## src/rtl/wdog_pkg.sv

```systemverilog
package wdog_pkg;
  localparam int NSTG = 4;

  typedef enum logic [2:0] {
    SEL_KEY   = 3'd0,
    SEL_CTRL  = 3'd1,
    SEL_TIME  = 3'd2,
    SEL_FEED  = 3'd3,
    SEL_HOLD0 = 3'd4,
    SEL_HOLD1 = 3'd5,
    SEL_HOLD2 = 3'd6,
    SEL_HOLD3 = 3'd7
  } wsel_e;

  typedef enum logic [1:0] {
    ACT_NONE = 2'd0,
    ACT_IRQ  = 2'd1,
    ACT_CPU  = 2'd2,
    ACT_SYS  = 2'd3
  } act_e;

  // pulse width in reference cycles (8 cycles per 100 ns unit)
  function automatic logic [8:0] len_cycles(input logic [2:0] code);
    case (code)
      3'd0:    len_cycles = 9'd8;
      3'd1:    len_cycles = 9'd16;
      3'd2:    len_cycles = 9'd24;
      3'd3:    len_cycles = 9'd32;
      3'd4:    len_cycles = 9'd40;
      3'd5:    len_cycles = 9'd64;
      3'd6:    len_cycles = 9'd128;
      default: len_cycles = 9'd256;
    endcase
  endfunction
endpackage

```

## src/rtl/wdog_regs.sv

```systemverilog
module wdog_regs
  import wdog_pkg::*;
#(
  parameter int CNT_W = 32,
  parameter int PSC_W = 16,
  parameter logic [31:0] KEY = 32'h5A17_C0DE,
  parameter logic [NSTG*CNT_W-1:0] HOLD_INIT = '0
) (
  input  logic clk,
  input  logic rst,
  input  logic wr_en,
  input  logic [2:0] wr_sel,
  input  logic [31:0] wr_data,
  output logic enable,
  output logic cpu_en,
  output logic lvl_en,
  output logic edge_en,
  output logic [NSTG-1:0][1:0] act,
  output logic [PSC_W-1:0] psc,
  output logic [2:0] cpu_code,
  output logic [2:0] sys_code,
  output logic [NSTG-1:0][CNT_W-1:0] hold,
  output logic restart
);
  localparam int CPU_LSB = PSC_W;
  localparam int SYS_LSB = PSC_W + 3;
  localparam int ACT_LSB = 4;

  logic unlocked;
  logic wr_ok;

  assign wr_ok   = wr_en && unlocked && (wr_sel != SEL_KEY);
  assign restart = wr_ok && ((wr_sel == SEL_FEED) ||
                   ((wr_sel == SEL_CTRL) && wr_data[0] && !enable));

  always_ff @(posedge clk) begin
    if (rst) begin
      unlocked <= 1'b0;
      enable   <= 1'b0;
      cpu_en   <= 1'b0;
      lvl_en   <= 1'b0;
      edge_en  <= 1'b0;
      act      <= '0;
      psc      <= PSC_W'(1);
      cpu_code <= 3'd1;
      sys_code <= 3'd1;
    end else if (wr_en) begin
      if (wr_sel == SEL_KEY) begin
        unlocked <= (wr_data == KEY);
      end else if (unlocked) begin
        if (wr_sel == SEL_CTRL) begin
          enable  <= wr_data[0];
          cpu_en  <= wr_data[1];
          lvl_en  <= wr_data[2];
          edge_en <= wr_data[3];
          for (int i = 0; i < NSTG; i++)
            act[i] <= wr_data[ACT_LSB+2*i +: 2];
        end else if (wr_sel == SEL_TIME) begin
          psc      <= wr_data[PSC_W-1:0];
          cpu_code <= wr_data[CPU_LSB +: 3];
          sys_code <= wr_data[SYS_LSB +: 3];
        end
      end
    end
  end

  for (genvar g = 0; g < NSTG; g++) begin : g_hold
    localparam logic [2:0] MY_SEL = 3'(4 + g);
    logic [CNT_W-1:0] hold_q;
    always_ff @(posedge clk) begin
      if (rst)
        hold_q <= HOLD_INIT[g*CNT_W +: CNT_W];
      else if (wr_ok && wr_sel == MY_SEL)
        hold_q <= wr_data[CNT_W-1:0];
    end
    assign hold[g] = hold_q;
  end

  // locked writes leave the configuration untouched
  p_locked_ignored_r2: assert property (@(posedge clk) disable iff (rst)
    (wr_en && !unlocked && wr_sel != SEL_KEY) |=>
      ($stable(enable) && $stable(act) && $stable(psc) && $stable(hold)));
endmodule

```

## src/rtl/wdog_core.sv

```systemverilog
module wdog_core
  import wdog_pkg::*;
#(
  parameter int CNT_W = 32,
  parameter int PSC_W = 16
) (
  input  logic clk,
  input  logic rst,
  input  logic enable,
  input  logic restart,
  input  logic [PSC_W-1:0] psc,
  input  logic [NSTG-1:0][CNT_W-1:0] hold,
  input  logic [NSTG-1:0][1:0] act,
  output logic fire_irq,
  output logic fire_cpu,
  output logic fire_sys
);
  localparam int STG_W = $clog2(NSTG);

  logic [PSC_W-1:0] psc_cnt;
  logic [CNT_W-1:0] stage_cnt;
  logic [STG_W-1:0] stage;
  logic [PSC_W-1:0] psc_eff;
  logic [CNT_W-1:0] hold_eff;
  logic tick, expire;
  act_e cur_act;

  assign psc_eff  = (psc == '0) ? PSC_W'(1) : psc;
  assign hold_eff = (hold[stage] == '0) ? CNT_W'(1) : hold[stage];
  assign tick     = enable && (psc_cnt >= psc_eff - PSC_W'(1));
  assign expire   = tick && (stage_cnt >= hold_eff - CNT_W'(1));
  assign cur_act  = act_e'(act[stage]);

  always_ff @(posedge clk) begin
    if (rst || restart || !enable) begin
      psc_cnt   <= '0;
      stage_cnt <= '0;
      stage     <= '0;
    end else begin
      psc_cnt <= tick ? '0 : psc_cnt + PSC_W'(1);
      if (expire) begin
        stage_cnt <= '0;
        stage     <= stage + STG_W'(1);
      end else if (tick) begin
        stage_cnt <= stage_cnt + CNT_W'(1);
      end
    end
  end

  assign fire_irq = expire && !restart && (cur_act == ACT_IRQ);
  assign fire_cpu = expire && !restart && (cur_act == ACT_CPU);
  assign fire_sys = expire && !restart && (cur_act == ACT_SYS);

  // expiry steps to the next stage, wrapping after the last
  p_stage_step_r4: assert property (@(posedge clk) disable iff (rst)
    (expire && !restart) |=> (stage == $past(stage) + STG_W'(1)));

  // a disabled block holds its sequence at the start
  p_idle_when_off_r3: assert property (@(posedge clk) disable iff (rst)
    !enable |=> (stage == '0 && stage_cnt == '0));
endmodule

```

## src/rtl/wdog_pulse.sv

```systemverilog
module wdog_pulse
  import wdog_pkg::*;
(
  input  logic clk,
  input  logic rst,
  input  logic trig,
  input  logic [2:0] code,
  output logic out
);
  logic [8:0] cnt;

  always_ff @(posedge clk) begin
    if (rst) begin
      cnt <= '0;
      out <= 1'b0;
    end else if (trig) begin
      cnt <= len_cycles(code);
      out <= 1'b1;
    end else if (cnt != '0) begin
      cnt <= cnt - 9'd1;
      out <= (cnt > 9'd1);
    end
  end
endmodule

```

## src/rtl/wdog_stages.sv

```systemverilog
module wdog_stages
  import wdog_pkg::*;
#(
  parameter int CNT_W = 32,
  parameter int PSC_W = 16,
  parameter logic [31:0] KEY = 32'h5A17_C0DE,
  parameter logic [NSTG*CNT_W-1:0] HOLD_INIT =
    {CNT_W'(1048575), CNT_W'(1048575), CNT_W'(134217727), CNT_W'(26000000)}
) (
  input  logic clk,
  input  logic rst,
  input  logic wr_en,
  input  logic [2:0] wr_sel,
  input  logic [31:0] wr_data,
  output logic irq_level,
  output logic irq_edge,
  output logic cpu_rst,
  output logic sys_rst
);
  logic enable, cpu_en, lvl_en, edge_en, restart;
  logic [NSTG-1:0][1:0] act;
  logic [PSC_W-1:0] psc;
  logic [2:0] cpu_code, sys_code;
  logic [NSTG-1:0][CNT_W-1:0] hold;
  logic fire_irq, fire_cpu, fire_sys;

  wdog_regs #(.CNT_W(CNT_W), .PSC_W(PSC_W), .KEY(KEY), .HOLD_INIT(HOLD_INIT)) u_regs (
    .clk(clk), .rst(rst), .wr_en(wr_en), .wr_sel(wr_sel), .wr_data(wr_data),
    .enable(enable), .cpu_en(cpu_en), .lvl_en(lvl_en), .edge_en(edge_en),
    .act(act), .psc(psc), .cpu_code(cpu_code), .sys_code(sys_code),
    .hold(hold), .restart(restart)
  );

  wdog_core #(.CNT_W(CNT_W), .PSC_W(PSC_W)) u_core (
    .clk(clk), .rst(rst), .enable(enable), .restart(restart), .psc(psc),
    .hold(hold), .act(act), .fire_irq(fire_irq), .fire_cpu(fire_cpu),
    .fire_sys(fire_sys)
  );

  wdog_pulse u_cpu_pulse (
    .clk(clk), .rst(rst), .trig(fire_cpu && cpu_en), .code(cpu_code), .out(cpu_rst)
  );

  wdog_pulse u_sys_pulse (
    .clk(clk), .rst(rst), .trig(fire_sys), .code(sys_code), .out(sys_rst)
  );

  always_ff @(posedge clk) begin
    if (rst) begin
      irq_level <= 1'b0;
      irq_edge  <= 1'b0;
    end else begin
      irq_edge <= fire_irq && edge_en;
      if (restart)
        irq_level <= 1'b0;
      else if (fire_irq && lvl_en)
        irq_level <= 1'b1;
    end
  end

  // CPU reset only starts while its enable is set
  p_cpu_gate_r7: assert property (@(posedge clk) disable iff (rst)
    $rose(cpu_rst) |-> $past(cpu_en));

  // an accepted restart drops the held interrupt
  p_restart_clears_r5: assert property (@(posedge clk) disable iff (rst)
    restart |=> !irq_level);

  // the held interrupt only rises when its enable is set
  p_level_gate_r6: assert property (@(posedge clk) disable iff (rst)
    $rose(irq_level) |-> $past(lvl_en));
endmodule

```

## config.mk

```make
export PLATFORM = sky130hd
export DESIGN_NAME = wdog_stages
export DESIGN_NICKNAME = d
export VERILOG_FILES = /design/src/rtl/wdog_pkg.sv /design/src/rtl/wdog_regs.sv /design/src/rtl/wdog_core.sv /design/src/rtl/wdog_pulse.sv /design/src/rtl/wdog_stages.sv
export SDC_FILE = /design/constraint.sdc
export NUM_CORES = 1
export LEC_CHECK = 0
export ABC_AREA = 1
export BUFFER_PORTS_ARGS = -buffer_cell sky130_fd_sc_hd__buf_2
export CAP_MARGIN = 20
export CORE_AREA = 3 3 229 141
export DETAILED_ROUTE_END_ITERATION = 8
export DIE_AREA = 0 0 232 144
export PLACE_DENSITY = 0.6
export SLEW_MARGIN = 20
export SYNTH_ARGS = -nofsm -noshare
export SYNTH_HDL_FRONTEND = slang
export SYNTH_HIERARCHICAL = 1
export SYNTH_SLANG_ARGS = --single-unit
```

## constraint.sdc

```tcl
create_clock -name clk -period 11.4 [get_ports clk]
set_input_delay 0.57 -clock clk [delete_from_list [all_inputs] [get_ports clk]]
set_output_delay 0.57 -clock clk [all_outputs]
set_load 0.02 [all_outputs]
```

# Word-level counts from Yosys, hierarchy flattened
# Index checks and enable logic that the tools add are counted.
[op_classes]
n_addsub = 7
magnitude_cmp = 5
eq_ne = 23
mux = 16
bitwise_logic = 2
n_reduce_logical = 39
[op_table]
columns = ["cell", "n"]
rows = [
  ["$pmux W9 S7", 2],
  ["$bmux W32 S2", 1],
  ["$mux W32", 2],
  ["$mux W9", 4],
  ["$add A32 B1 Y32 const B", 1],
  ["$eq A32 B31 Y1 const B", 1],
  ["$ge A32 B32 Y1", 1],
  ["$logic_not A32 Y1", 1],
  ["$sub A32 B1 Y32 const B", 1],
  ["$eq A3 B3 Y1 const B", 10],
  ["$eq A3 B2 Y1 const B", 6],
  ["$gt A9 B1 Y1 const B", 2],
  ["$logic_and A1 B1 Y1", 18],
  ["$reduce_bool A9 Y1", 2],
  ["$sub A9 B1 Y9 const B", 2],
  ["$add A16 B1 Y16 const B", 1],
  ["$ge A16 B16 Y1", 1],
  ["$logic_not A16 Y1", 1],
  ["$mux W16", 1],
  ["$sub A16 B1 Y16 const B", 1],
  ["$eq A3 B1 Y1 const B", 3],
  ["$logic_not A3 Y1", 3],
  ["$reduce_or A2 Y1", 3],
  ["$reduce_and A5 Y1", 1],
  ["other kinds (14)", 23],
]
[word_totals]
ff_bits = 235

# Logic depth before layout (Yosys ltp)
# Gate-level depths: netlist (run 1).
[logic_depth]
word_depth = 11
mapped_depth = 41
mapped_depth_nobuf = 38

# By module
# Netlist (run 1), hierarchy kept.
[by_module_without_submodules]
columns = ["mod", "n_inst", "cells_each", "area_each_um2", "seq_area_each_um2"]
rows = [
  ["wdog_core", 1, 1006, 5919.4, 1001.0],
  ["wdog_regs", 1, 691, 5676.7, 3263.1],
  ["wdog_pulse", 2, 107, 691.9, 200.2],
  ["wdog_stages", 1, 12, 80.1, 40.0],
]

# Worst setup path before layout (run 1)
# No wires, ideal clock.
[synth_path]
path_type = "reg2reg"
startpoint = "register u_core.stage[0]"
endpoint = "register u_sys_pulse.cnt[6]"
arrival_time_ns = 4.316
setup_slack_ns = 6.970
stages_incl_launch_ff = 39
n_path_buf = 2
cell_sequence = "dfxtp_1 buf_6 inv_4 buf_2 nand2_1 nand3_1 nand2_2 nand2_2 nor2_1 nand2_1 nor2_1 nand2_2 nand2_2 inv_2 ha_1 nand2_2 nor3_4 nand2_2 [... 3 more ...] ha_1 nand2_1 nor2_1 nand2_1 nor4_1 nand4_1 nand3_1 nand2_1 nor2_1 nand2_1 nor2_1 inv_2 nand2_1 inv_2 nand2_4 nand2_1 nand3_1 nand2_1"
[synth_between]
elab_chain_cells = 10
word_cells_on_any_way = 14
classes_between = "1 x add/sub; 1 x order compare; 1 x eq/ne; 6 x mux; 5 x reduce/logical"
[synth_lines]
columns = ["item", "line_no", "text"]
rows = [
  ["from (decl)", "wdog_core.sv:22", "logic [STG_W-1:0] stage;"],
  ["from (signal assigned)", "wdog_core.sv:43", "stage <= stage + STG_W'(1);"],
  ["$bmux W32 S2", "wdog_core.sv:29", "assign hold_eff = (hold[stage] == '0) ? CNT_W'(1) : hold[stage];"],
  ["$mux W32 (not written as such)", "wdog_core.sv:29", ""],
  ["$logic_not A32 Y1", "wdog_core.sv:29", ""],
  ["$mux W32", "wdog_core.sv:29", ""],
  ["$sub A32 B1 Y32", "wdog_core.sv:31", "assign expire = tick && (stage_cnt >= hold_eff - CNT_W'(1));"],
  ["$ge A32 B32 Y1", "wdog_core.sv:31", ""],
  ["$logic_and A1 B1 Y1", "wdog_core.sv:31", ""],
  ["$logic_and A1 B1 Y1", "wdog_core.sv:52", "assign fire_sys = expire && !restart && (cur_act == ACT_SYS);"],
  ["$logic_and A1 B1 Y1 (*)", "wdog_core.sv:52", ""],
  ["via fire_sys", "wdog_stages.sv:25", "logic fire_irq, fire_cpu, fire_sys;"],
  ["$mux W9 / $reduce_bool A2 Y1 (equally long branches)", "n/a", ""],
  ["to (signal assigned)", "wdog_pulse.sv:17", "cnt <= len_cycles(code);"],
  ["to (signal assigned)", "wdog_pulse.sv:20", "cnt <= cnt - 9'd1;"],
  ["to (decl)", "wdog_pulse.sv:10", "logic [8:0] cnt;"],
]
# The timed path passes the listed nets; every way through them passes the cells marked *. The select of a mux whose other input is x is not followed.
# A chain may end at the register's enable or synchronous reset.

# Worst setup path in the final report (run 1)
# Ends and elaborated chain as after synthesis.

==> flow_summary_export.csv, run 1 <==
group,metric,value,unit
outcome,outcome,"finished, final reports clean",
critical_path,crit_top_cell,"nand2_1",
floorplanning,coreArea,0.0300,mm^2
critical_path,crit_type,"flip-flop to flip-flop",
clocking,cts_buffer_depth,3,
floorplanning,dieHeight,144,um
floorplanning,rows,49,
floorplanning,io_pins,42,
global_routing,grt_pass1_vias,11400,
global_routing,antenna_found_initial,0,
floorplanning,die-area,0.0334,mm^2
yosys,synth_nets,2017,
route,drt_wl_total,39500,um
route,routedWlPerCell,16.9,um
power,p_per_area,137,mW/mm^2
critical_path,startpoint_type,"flip-flop",
clocking,numClockSinks,235,
critical_path,critPathRequiredTime,11.83,ns
yosys,synthDistinctLibCells,44,
power,vdd_drop_max,87.7,uV
route,via_count,12600,
global_routing,grtUsageTotal,23.6,%
sta,finClkSkew,0.0164,ns
route,drc,0,
global_routing,grt_pass1_wl,63000,um
sta,finalCritPeriodShare,58.6,%
yosys,yosys_warnings,6,
clocking,cts.repair.resized,0,
critical_path,worstSetupEndpointType,"flip-flop",
global_routing,grt_use_met2,34.0,%
cells_and_area,areaGrowthSynthToFinish,8.80,%
yosys,netlist_area,0.0131,mm^2
route,drt_iter0_drc,1408,
yosys,synth_edf_count,0,
clocking,hold_buffers,0,
global_routing,overflow,0,
critical_path,worst_ep_arrival_time,7.11,ns
floorplanning,die_w,232,um
yosys,synth.ff_latch_count,235,
yosys,synth.most_common_cell,"nand2_1",
hold_path,hold_class,"primary input to flip-flop",
place,dp_hpwl,27500,um
sta,maxSlewViolCount,0,
yosys,synth_common_cells,"nand2_1 (579), dfxtp_1 (235), nor2_1 (234)",
sta,setup_viol,0,
place,port_buffers,41,
critical_path,critPathLaunch,"u_core/stage[0]$_SDFFE_PP0P_",
cells_and_area,final_net_count,2010,
hold_path,min_from,"wr_data[25]",
critical_path,slowest_delay,0.57,ns
global_routing,grt-busiest-layer,"met1",
yosys,syn_inst,1923,
sta,grt_setup_unrepaired,"no",
critical_path,rr_startpoint,"u_core/stage[0]$_SDFFE_PP0P_",
yosys,ys.flop_type,"dfxtp_1",
place,place_congestion,0.944,
sta,hold_viol,0,
critical_path,crit_path_top_delay_cell,"buf_4",
clocking,numCtsBuffers,24,
cells_and_area,multi_input_area,0.00751,mm^2
place,placed_cell_area,0.0134,mm^2
global_routing,gr-usage-met1,36.3,%
clocking,post-cts-setup-buffers,0,
global_routing,grt_max_degree,96,
sta,finalCriticalPeriod,6.68,ns
route,ant_nets,0,
sta,fmax,150,MHz
sta,slew-limit-headroom,30.0,%
yosys,synth_area_leaders,"dfxtp_1 (36%), nand2_1 (17%), nor2_1 (6.7%)",
critical_path,worstPathMaxFanout,69,
run,cap_violations,0,
cells_and_area,fillers,3114,
clocking,clock-root-buffer,"clkbuf_16",
yosys,yosysSeqAreaShare,36.0,%
route,firstDrtPassIters,6,
cells_and_area,fin_area,0.0142,mm^2
yosys,synth_top_area_share,36.0,%
global_routing,grt_use_met3,4.57,%
cells_and_area,drive_above_1_share,8.12,%
floorplanning,start_util,43.5,%
power,total_leakage_power,0.00637,uW
clocking,clock_latency,0.55,ns
cells_and_area,seq_area,0.00471,mm^2
clocking,cts_tree,"built",
route,vias_per_cell,5.38,
clocking,clk_pin_slew_worst_paths,0.06,ns
yosys,avgSynthCellArea,6.79,um^2
yosys,synthArstFlopShare,0,%
sta,worst_pin_slew,1.05,ns
clocking,cts.htree.levels,1,
yosys,yosysTopAreaCell,"dfxtp_1",
sta,setup_tns,0,ns
-- registers in the layout (all words and copies together) (netlist names) --
| register | flops |
|---|---|
| u_regs/g_hold.hold_q | 128 |
| u_core/stage_cnt | 32 |
| u_core/psc_cnt | 16 |
| u_regs/psc | 16 |
| u_cpu_pulse/cnt | 9 |
| u_sys_pulse/cnt | 9 |
| u_regs/act | 8 |
| u_regs/cpu_code | 3 |
| u_regs/sys_code | 3 |
| u_core/stage | 2 |
| irq_edge | 1 |
| irq_level | 1 |
| u_cpu_pulse/out | 1 |
| u_regs/cpu_en | 1 |
| u_regs/edge_en | 1 |
| u_regs/enable | 1 |
| u_regs/lvl_en | 1 |
| u_regs/unlocked | 1 |
| u_sys_pulse/out | 1 |
-- critical path, delay by kind of cell (launching register included) --
| kind | cells | cell delay (ns) |
|---|---|---|
| AND/OR/NAND/NOR | 29 | 4.04 |
| buffers and inverters | 5 | 1.34 |
| XOR/XNOR | 1 | 0.07 |
| adder cells (fa/ha/maj) | 2 | 0.49 |
| flip-flops | 1 | 0.53 |
-- area by class of cell --
class                      count  share of cell area, %
antenna                        1                 0.0176
clock buffer                  32                   4.72
clock inverter                11                  0.872
inverter                     113                   3.04
multi-input combinational   1494                   52.8
sequential                   235                   33.1
tap                          408                   3.59
timing repair buffer          48                   1.81
-- where the power goes --
part           leakage, uW  switching [uW]  internal, uW
registers          0.00190            23.3           844
logic              0.00408             173          90.8
clock network     0.000384             350           460
-- worst paths after layout --
| path | end | slack (ns) | cells past startpoint |
|---|---|---|---|
| setup / recovery | u_sys_pulse/cnt[6]$_SDFFE_PP0P_ | 4.72 | 37 |
| setup reg to reg | u_sys_pulse/cnt[6]$_SDFFE_PP0P_ | 4.72 | 37 |
| hold reg to reg | irq_edge$_SDFF_PP0_ | 0.45 | 2 |
| hold / removal | u_regs/g_hold[1].hold_q[25]$_SDFFE_PP1P_ | 0.31 | 3 |
-- cells by family after synthesis --
logic type | after synthesis | share of synthesized area, %
and+or+nand+nor | 1099 | 36.0
AOI/OAI and AO/OA | 269 | 11.4
DFF | 235 | 36.0
buffers and inverters | 194 | 6.51
xor gates and xnor gates | 70 | 4.69
adders and majority gates | 56 | 5.36
-- per-stage QoR --
step	hold slack, ns	instances	power [uW]	setup slack, ns	util [%]
6_report	0.305	2342	1940	4.72	47.3
5_1_grt	0.345	2341	2030	3.94	47.3
4_1_cts	0.284	2341	1960	4.91	47.3
3_5_place_dp	0.441	2298	1150	4.92	44.6
3_3_place_gp	0.442	2298	1140	5.05	44.6
2_1_floorplan	0.417	1923	1070	6.97	-
-- cells in the final DEF, fill, tap and decap left out, types with 17 or more instances in the layout --
cell type,instances
a21oi_1,109
buf_2,41
dfxtp_1,234
nor2_1,234
ha_1,56
nand4_1,24
nand3_1,167
nand2_1,578
nor3_1,32
xor2_1,41
o211ai_1,42
inv_2,17
o21ai_0,102
xnor2_1,29
inv_1,93
clkbuf_16,24
-- layer usage --
layer,up-vias,share of wire (%)
li1,6295,-
met1,5786,49
met2,482,40
met3,45,8.9
met4,0,1.6
met5,-,0
No activity file was read; power rests on OpenSTA's default activity.
==> run 2, diff against run 1 <==
--- a/config.mk
+++ b/config.mk
@@ -5,12 +5,12 @@
 export SDC_FILE = /design/constraint.sdc
 export NUM_CORES = 1
 export LEC_CHECK = 0
-export ABC_AREA = 1
+export ABC_AREA = 0
 export BUFFER_PORTS_ARGS = -buffer_cell sky130_fd_sc_hd__buf_2
 export CAP_MARGIN = 20
-export CORE_AREA = 3 3 229 141
+export CORE_AREA = 3 3 222 137
 export DETAILED_ROUTE_END_ITERATION = 8
-export DIE_AREA = 0 0 232 144
+export DIE_AREA = 0 0 225 140
 export PLACE_DENSITY = 0.6
 export SLEW_MARGIN = 20
 export SYNTH_ARGS = -nofsm -noshare
==> constraint.sdc (replaced) <==
create_clock -name clk -period 6.5 [get_ports clk]
set_input_delay 0.325 -clock clk [delete_from_list [all_inputs] [get_ports clk]]
set_output_delay 0.325 -clock clk [all_outputs]
set_load 0.02 [all_outputs]
==> run 2 against run 1 <==
Non-clock buffer count increased by 22. Maximum frequency increased by 7.7%. Synthesized cell count decreased by 26%. Sequential share of layout area increased by 1.8 points. Design area decreased by 5.0%. Clock skew about the same. First-iteration DRC count decreased by 23%. Largest cell class unchanged.
==> flow_summary_export.csv, run 2 <==
group,metric,value,unit
outcome,outcome,"finished, final reports clean",
place,port_buffers,41,
power,totalPowerFinal,3220,uW
power,p_sw_share,26.2,%
clocking,cts_buffer_depth,3,
yosys,synth.ff_latch_count,235,
cells_and_area,regMostFlops,"u_regs/g_hold.hold_q",
sta,setup_ws,0.297,ns
yosys,yosys.area_share.simple,30.4,%
yosys,yosys.area_share.adder,5.75,%
yosys,yosysTopAreaCell,"dfxtp_1",
yosys,syn_inst,1427,
critical_path,r2r_slack,0.30,ns
global_routing,grt_pass1_vias,9247,
sta,fmax,161,MHz
place,dp_hpwl,24000,um
sta,worst_pin_slew,0.882,ns
global_routing,grt_pass1_wl,53900,um
global_routing,grtUsageTotal,21.6,%
floorplanning,die_w,225,um
power,netSwitchingPower,843,uW
yosys,synth_edf_count,0,
sta,finalCriticalPeriod,6.20,ns
yosys,synth-xor-area-share,6.61,%
power,clockPowerShare,42.4,%
power,vdd_drop_max,191,uV
global_routing,antenna_found_initial,0,
route,drc,0,
sta,finClkSkew,0.0164,ns
clocking,clock_latency,0.55,ns
power,power.internal,2380,uW
hold_path,hold_depth,3,
yosys,synthDistinctLibCells,68,
cells_and_area,largest_register_ff_count,128,
yosys,synth_top_family_by_area,"simple AND/OR/NAND/NOR gates",
route,firstDrtPassIters,5,
floorplanning,die-area,0.0315,mm^2
floorplanning,start_util,42.7,%
route,ant_nets,0,
sta,slew-limit-headroom,41.2,%
sta,finalCritPeriodShare,95.4,%
clocking,clock-root-buffer,"clkbuf_16",
clocking,cts_tree,"built",
route,routedWlPerCell,19.1,um
cells_and_area,mostFrequentLayoutCells,"nand2_1 (335), dfxtp_1 (233), nor2_1 (115), a21oi_1 (90), nand3b_1 (87)",
critical_path,critPathRequiredTime,6.95,ns
yosys,synth_top_area_share,38.6,%
global_routing,grt_max_degree,90,
yosys,synthMuxAreaShare,7.35,%
cells_and_area,reg_top3,"u_regs/g_hold.hold_q: 128 flops, u_core/stage_cnt: 32 flops",
route,drt_wl_total,35000,um
place,place_congestion,0.889,
global_routing,overflow,0,
cells_and_area,drive_above_1_share,11.5,%
clocking,numCtsBuffers,24,
cells_and_area,antenna_cells,0,
power,total_leakage_power,0.00524,uW
sta,hold_viol,0,
critical_path,worst_ep_arrival_time,6.65,ns
critical_path,crit_type,"flip-flop to flip-flop",
cells_and_area,fillers,2713,
sta,setup_viol,0,
cells_and_area,final_common_cell,"nand2_1",
floorplanning,coreArea,0.0285,mm^2
yosys,synth-compound-area-share,7.41,%
power,power_frac_seq,47.5,%
clocking,numClockSinks,235,
yosys,synth_common_cells,"nand2_1 (335), dfxtp_1 (235), nor2_1 (119)",
yosys,synth.most_common_cell,"nand2_1",
sta,grt_setup_unrepaired,"no",
sta,hold_ws,0.0519,ns
power,p_per_area,238,mW/mm^2
yosys,avgSynthCellArea,8.54,um^2
cells_and_area,final_net_count,1533,
route,drt_iter0_drc,1088,
floorplanning,dieHeight,140,um
critical_path,worstPathMaxFanout,13,
cells_and_area,areaGrowthSynthToFinish,10.8,%
floorplanning,io_pins,42,
yosys,ys.flop_type,"dfxtp_1",
yosys,synth_area_leaders,"dfxtp_1 (39%), nand2_1 (10%), mux4_2 (6.3%)",
hold_path,hold_class,"primary input to flip-flop",
run,cap_violations,0,
critical_path,worstSetupEndpointType,"flip-flop",
yosys,yosysSeqAreaShare,38.6,%
clocking,cts.htree.levels,1,
floorplanning,rows,48,
place,dpl_worst_slack,-0.0215,ns
yosys,yosys_warnings,6,
yosys,synth_nets,1521,
yosys,synthArstFlopShare,0,%
route,vias_per_cell,5.63,
clocking,clk_pin_slew_worst_paths,0.06,ns
critical_path,rr_worst_depth,21,
yosys,netlist_area,0.0122,mm^2
power,power_frac_comb,10.2,%
sta,maxSlewViolCount,0,
clocking,hold_buffers,0,
critical_path,startpoint_type,"flip-flop",
route,via_count,10300,
==> run 2: final timing paths <==
kind | from | endpoint
worst max register to register | u_core/stage[0]$_SDFFE_PP0P_ | u_cpu_pulse/cnt[3]$_SDFFE_PP0P_
worst min register to register | u_regs/g_hold[0].hold_q[30]$_SDFFE_PP0P_ | u_regs/g_hold[0].hold_q[30]$_SDFFE_PP0P_
worst min-delay path | wr_data[27] | u_regs/g_hold[1].hold_q[27]$_SDFFE_PP0P_
worst max-delay path | u_core/stage[0]$_SDFFE_PP0P_ | u_cpu_pulse/cnt[3]$_SDFFE_PP0P_
==> run 2: logic make-up (layout without fill, tap and decap cells) <==
logic type	after synthesis	count (layout)
multiplexers	47	47
XOR/XNOR	92	92
AO/OA/AOI/OAI	153	153
adder cells (fa/ha/maj)	56	56
flip-flops	235	235
AND/OR/NAND/NOR	745	745
buffers and inverters	99	126
==> run 2: final cells by class <==
cell class              instances  area [um^2]  area share (%)
clock buffers                  35          702            5.20
clock inverters                 6         61.3           0.454
inverters                      15         56.3           0.417
multi-input cells            1093         7050            52.2
flip-flops and latches        235         4710            34.9
well taps                     375          469            3.48
repair buffers                 70          454            3.36
==> run 2: timing repair <==
| item | 4_1_cts | 5_1_grt |
|---|---|---|
| pin swaps | 0 | 2 |
| setup buffers | 0 | 1 |
| gates cloned | 0 | 0 |
| resized for setup | 1 | 6 |
| endpoints found under the setup margin | 4 | 16 |
==> run 2: power by group through the flow <==
stage | Clock (uW) | Sequential [uW] | Combinational [uW]
floorplan | 0 | 1560 | 235
global placement | 0 | 1560 | 319
detailed placement | 0 | 1560 | 324
CTS | 1390 | 1530 | 326
global route | 1450 | 1530 | 361
finish | 1360 | 1530 | 327
==> run 2: per-layer routing <==
metal  up-vias  share of wire (%)  global-route usage (%)  routed length [um]
met5         -                  0                       0                   0
met4         0                1.5                    3.64                 541
met3        36                8.6                    4.86                3010
met2       358                 37                    27.6               12900
met1      4922                 53                    36.2               18500
li1       4989                  -                       -                   -
==> run 2: worst max-delay path, cell delays in order (launching register included) <==
cell,delay (ns)
dfxtp_4,0.42
mux4_2,0.53
or4_4,0.59
or4b_4,0.55
or3_4,0.41
nor2b_1,0.17
nor2_1,0.09
ha_1,0.25
nand3b_1,0.21
nor2_1,0.09
xnor2_1,0.13
ha_1,0.29
o2111ai_1,0.14
or4_1,0.54
a311oi_1,0.28
o311ai_1,0.13
buf_4,0.21
nor4b_1,0.33
and2_4,0.29
buf_4,0.18
nor3_1,0.06
nor4_1,0.23
==> run 2: per-stage QoR <==
stage	utilization, %	setup TNS (ns)	std cells	cell area [um^2]
2_1_floorplan	-	0	1427	12200
3_3_place_gp	44.5	0	1787	12700
3_5_place_dp	44.5	-0.0215	1787	12700
4_1_cts	47.2	0	1828	13500
5_1_grt	47.3	0	1829	13500
6_report	47.3	0	1829	13500
==> run 3, diff against run 2 <==
--- a/config.mk
+++ b/config.mk
@@ -8,10 +8,10 @@
 export ABC_AREA = 0
 export BUFFER_PORTS_ARGS = -buffer_cell sky130_fd_sc_hd__buf_2
 export CAP_MARGIN = 20
-export CORE_AREA = 3 3 222 137
+export CORE_AREA = 2 2 194 120
 export DETAILED_ROUTE_END_ITERATION = 8
-export DIE_AREA = 0 0 225 140
-export PLACE_DENSITY = 0.6
+export DIE_AREA = 0 0 196 122
+export PLACE_DENSITY = 0.77
 export SLEW_MARGIN = 20
 export SYNTH_ARGS = -nofsm -noshare
 export SYNTH_HDL_FRONTEND = slang
==> constraint.sdc (replaced) <==
create_clock -name clk -period 5.47 [get_ports clk]
set_input_delay 0.2735 -clock clk [delete_from_list [all_inputs] [get_ports clk]]
set_output_delay 0.2735 -clock clk [all_outputs]
set_load 0.02 [all_outputs]
==> run 3 against run 2 <==
The run now ends with setup timing left. Combinational power is 29% higher. Flip-flop and latch count stayed put. Largest cell class unchanged. First-iteration DRC count is 1.3% higher. Clock skew is 0.0062 ns lower. Critical endpoint is now u_cpu_pulse/cnt[5]$_SDFFE_PP0P_. Non-clock buffer count is 80 higher. Setup slack worse by 0.51 ns. Via count is 7.0% higher. Highest routed layer unchanged.
==> flow_summary_export.csv, run 3 (synthesized netlist as in run 2, its figures left out) <==
group,metric,value,unit
critical_path,critPathLaunch,"u_core/stage[0]$_SDFFE_PP0P_",
clocking,cts_buffer_depth,3,
sta,worst_pin_slew,0.916,ns
critical_path,critPathRequiredTime,5.93,ns
cells_and_area,fillers,1842,
cells_and_area,mostFrequentLayoutCells,"nand2_1 (332), dfxtp_1 (234), nor2_1 (106), buf_4 (101), a21oi_1 (90)",
floorplanning,rows,43,
clocking,clock-root-buffer,"clkbuf_16",
clocking,clk_pin_slew_worst_paths,0.06,ns
critical_path,worst_ep_arrival_time,6.14,ns
global_routing,grt_use_met2,41.7,%
cells_and_area,areaGrowthSynthToFinish,17.1,%
clocking,numClockSinks,235,
sta,maxSlewViolCount,0,
critical_path,rr_worst_depth,21,
route,routedWlPerCell,19.1,um
sta,finClkSkew,0.0102,ns
run,cap_violations,0,
cells_and_area,regMostFlops,"u_regs/g_hold.hold_q",
cells_and_area,final_common_cell,"nand2_1",
critical_path,worstSetupEndpointType,"flip-flop",
place,dp_hpwl,23600,um
place,port_buffers,41,
global_routing,grtUsageTotal,29.1,%
critical_path,worstPathMaxFanout,6,
sta,finalCritPeriodShare,104,%
cells_and_area,final_net_count,1613,
global_routing,antenna_found_initial,0,
route,drc,0,
route,firstDrtPassIters,5,
global_routing,grt_pass1_wl,55500,um
cells_and_area,drive_above_1_share,18.6,%
hold_path,min_from,"wr_data[27]",
floorplanning,die_w,196,um
outcome,violations,"setup timing",
cells_and_area,antenna_cells,0,
power,p_per_area,267,mW/mm^2
sta,setup_viol,14,
clocking,cts.htree.levels,1,
global_routing,gr-usage-met1,44.6,%
floorplanning,coreArea,0.0224,mm^2
clocking,numCtsBuffers,23,
floorplanning,dieHeight,122,um
clocking,cts_tree,"built",
cells_and_area,fin_cells,1827,
power,total_leakage_power,0.00571,uW
route,drt_iter0_drc,1102,
global_routing,grt-busiest-layer,"met1",
global_routing,grt_use_met3,6.01,%
floorplanning,start_util,54.4,%
route,vias_per_cell,6.03,
clocking,clock_latency,0.52,ns
floorplanning,io_pins,42,
power,vdd_drop_max,237,uV
critical_path,startpoint_type,"flip-flop",
sta,grt_setup_unrepaired,"yes",
place,placed_cells,1767,
route,via_count,11000,
sta,fmax,176,MHz
outcome,outcome,"finished, violations left",
route,drt_wl_total,34800,um
sta,hold_viol,0,
global_routing,grt_pass1_vias,10300,
floorplanning,die-area,0.0239,mm^2
cells_and_area,fin_util,63.8,%
cells_and_area,reg_top3,"u_regs/g_hold.hold_q: 128 flops, u_core/stage_cnt: 32 flops",
sta,slew-limit-headroom,38.9,%
sta,setup_ws,-0.214,ns
sta,setup_tns,-1.54,ns
clocking,hold_buffers,0,
critical_path,rr_startpoint,"u_core/stage[0]$_SDFFE_PP0P_",
hold_path,hold_depth,3,
cells_and_area,largest_register_ff_count,128,
sta,finalCriticalPeriod,5.68,ns
critical_path,crit_type,"flip-flop to flip-flop",
global_routing,overflow,0,
route,ant_nets,0,
hold_path,hold_class,"primary input to flip-flop",
place,place_congestion,0.921,
global_routing,grt_max_degree,96,
==> run 3: area by class of cell <==
| class | count | area (um^2) | share of cell area [%] |
|---|---|---|---|
| Clock buffer | 31 | 636 | 4.45 |
| Tap cell | 292 | 365 | 2.56 |
| Multi-Input combinational cell | 1094 | 7320 | 51.3 |
| Clock inverter | 10 | 87.6 | 0.614 |
| Sequential cell | 235 | 4710 | 33.0 |
| Timing Repair Buffer | 150 | 1090 | 7.65 |
| Inverter | 15 | 56.3 | 0.395 |
==> run 3: layer usage <==
layer  vias to the layer above  routed length (um)
met5                         -                   0
met4                         0                 816
met3                        66                3620
met2                       513               14100
met1                      5316               16300
li1                       5127                   -
==> run 3: power breakdown <==
group,switching [uW],total (uW),internal [uW]
logic,240,423,183
registers,60.2,1820,1760
clock network,696,1560,868
==> run 3: critical path: stages, from the launching register on <==
cell and delay, ns:
dfxtp_4 0.41, mux4_2 0.52, or4_4 0.55, or4b_4 0.51, or3_4 0.41, nor2b_4 0.16, nor2_4 0.06, ha_4 0.15
nand3b_1 0.17, nor2_1 0.08, xnor2_1 0.13, ha_1 0.30, o2111ai_2 0.11, or4_4 0.45, a311oi_4 0.34, o311ai_4 0.16
nor4b_4 0.24, buf_4 0.18, and2_4 0.19, and4b_1 0.21, a31oi_1 0.14, and3_1 0.16
==> run 3: worst paths after layout <==
path                                              endpoint  slack, ns
setup / recovery           u_cpu_pulse/cnt[5]$_SDFFE_PP0P_      -0.21
hold / removal    u_regs/g_hold[3].hold_q[27]$_SDFFE_PP0P_       0.03
setup reg to reg           u_cpu_pulse/cnt[5]$_SDFFE_PP0P_      -0.21
hold reg to reg   u_regs/g_hold[3].hold_q[31]$_SDFFE_PP0P_       0.46
==> run 3: per-stage QoR <==
| step | power (uW) | worst slack (ns) | hold WS (ns) | area [um^2] |
|---|---|---|---|---|
| 3_3_place_gp | 2220 | -0.352 | 0.439 | 13100 |
| 4_1_cts | 3780 | -0.152 | 0.0191 | 14100 |
| 3_5_place_dp | 2240 | -0.540 | 0.449 | 13100 |
| 6_report | 3810 | -0.214 | 0.0337 | 14300 |
| 2_1_floorplan | 2130 | -0.0757 | 0.344 | 12300 |
| 5_1_grt | 3940 | -0.385 | 0.0364 | 14300 |
==> run 3: what timing repair did <==
item / 4_1_cts / 5_1_grt
buffers inserted: 9 / 10
endpoints found under the setup margin: 22 / 25
pin swaps: 21 / 27
cloned: 2 / 1
resized for setup: 29 / 28
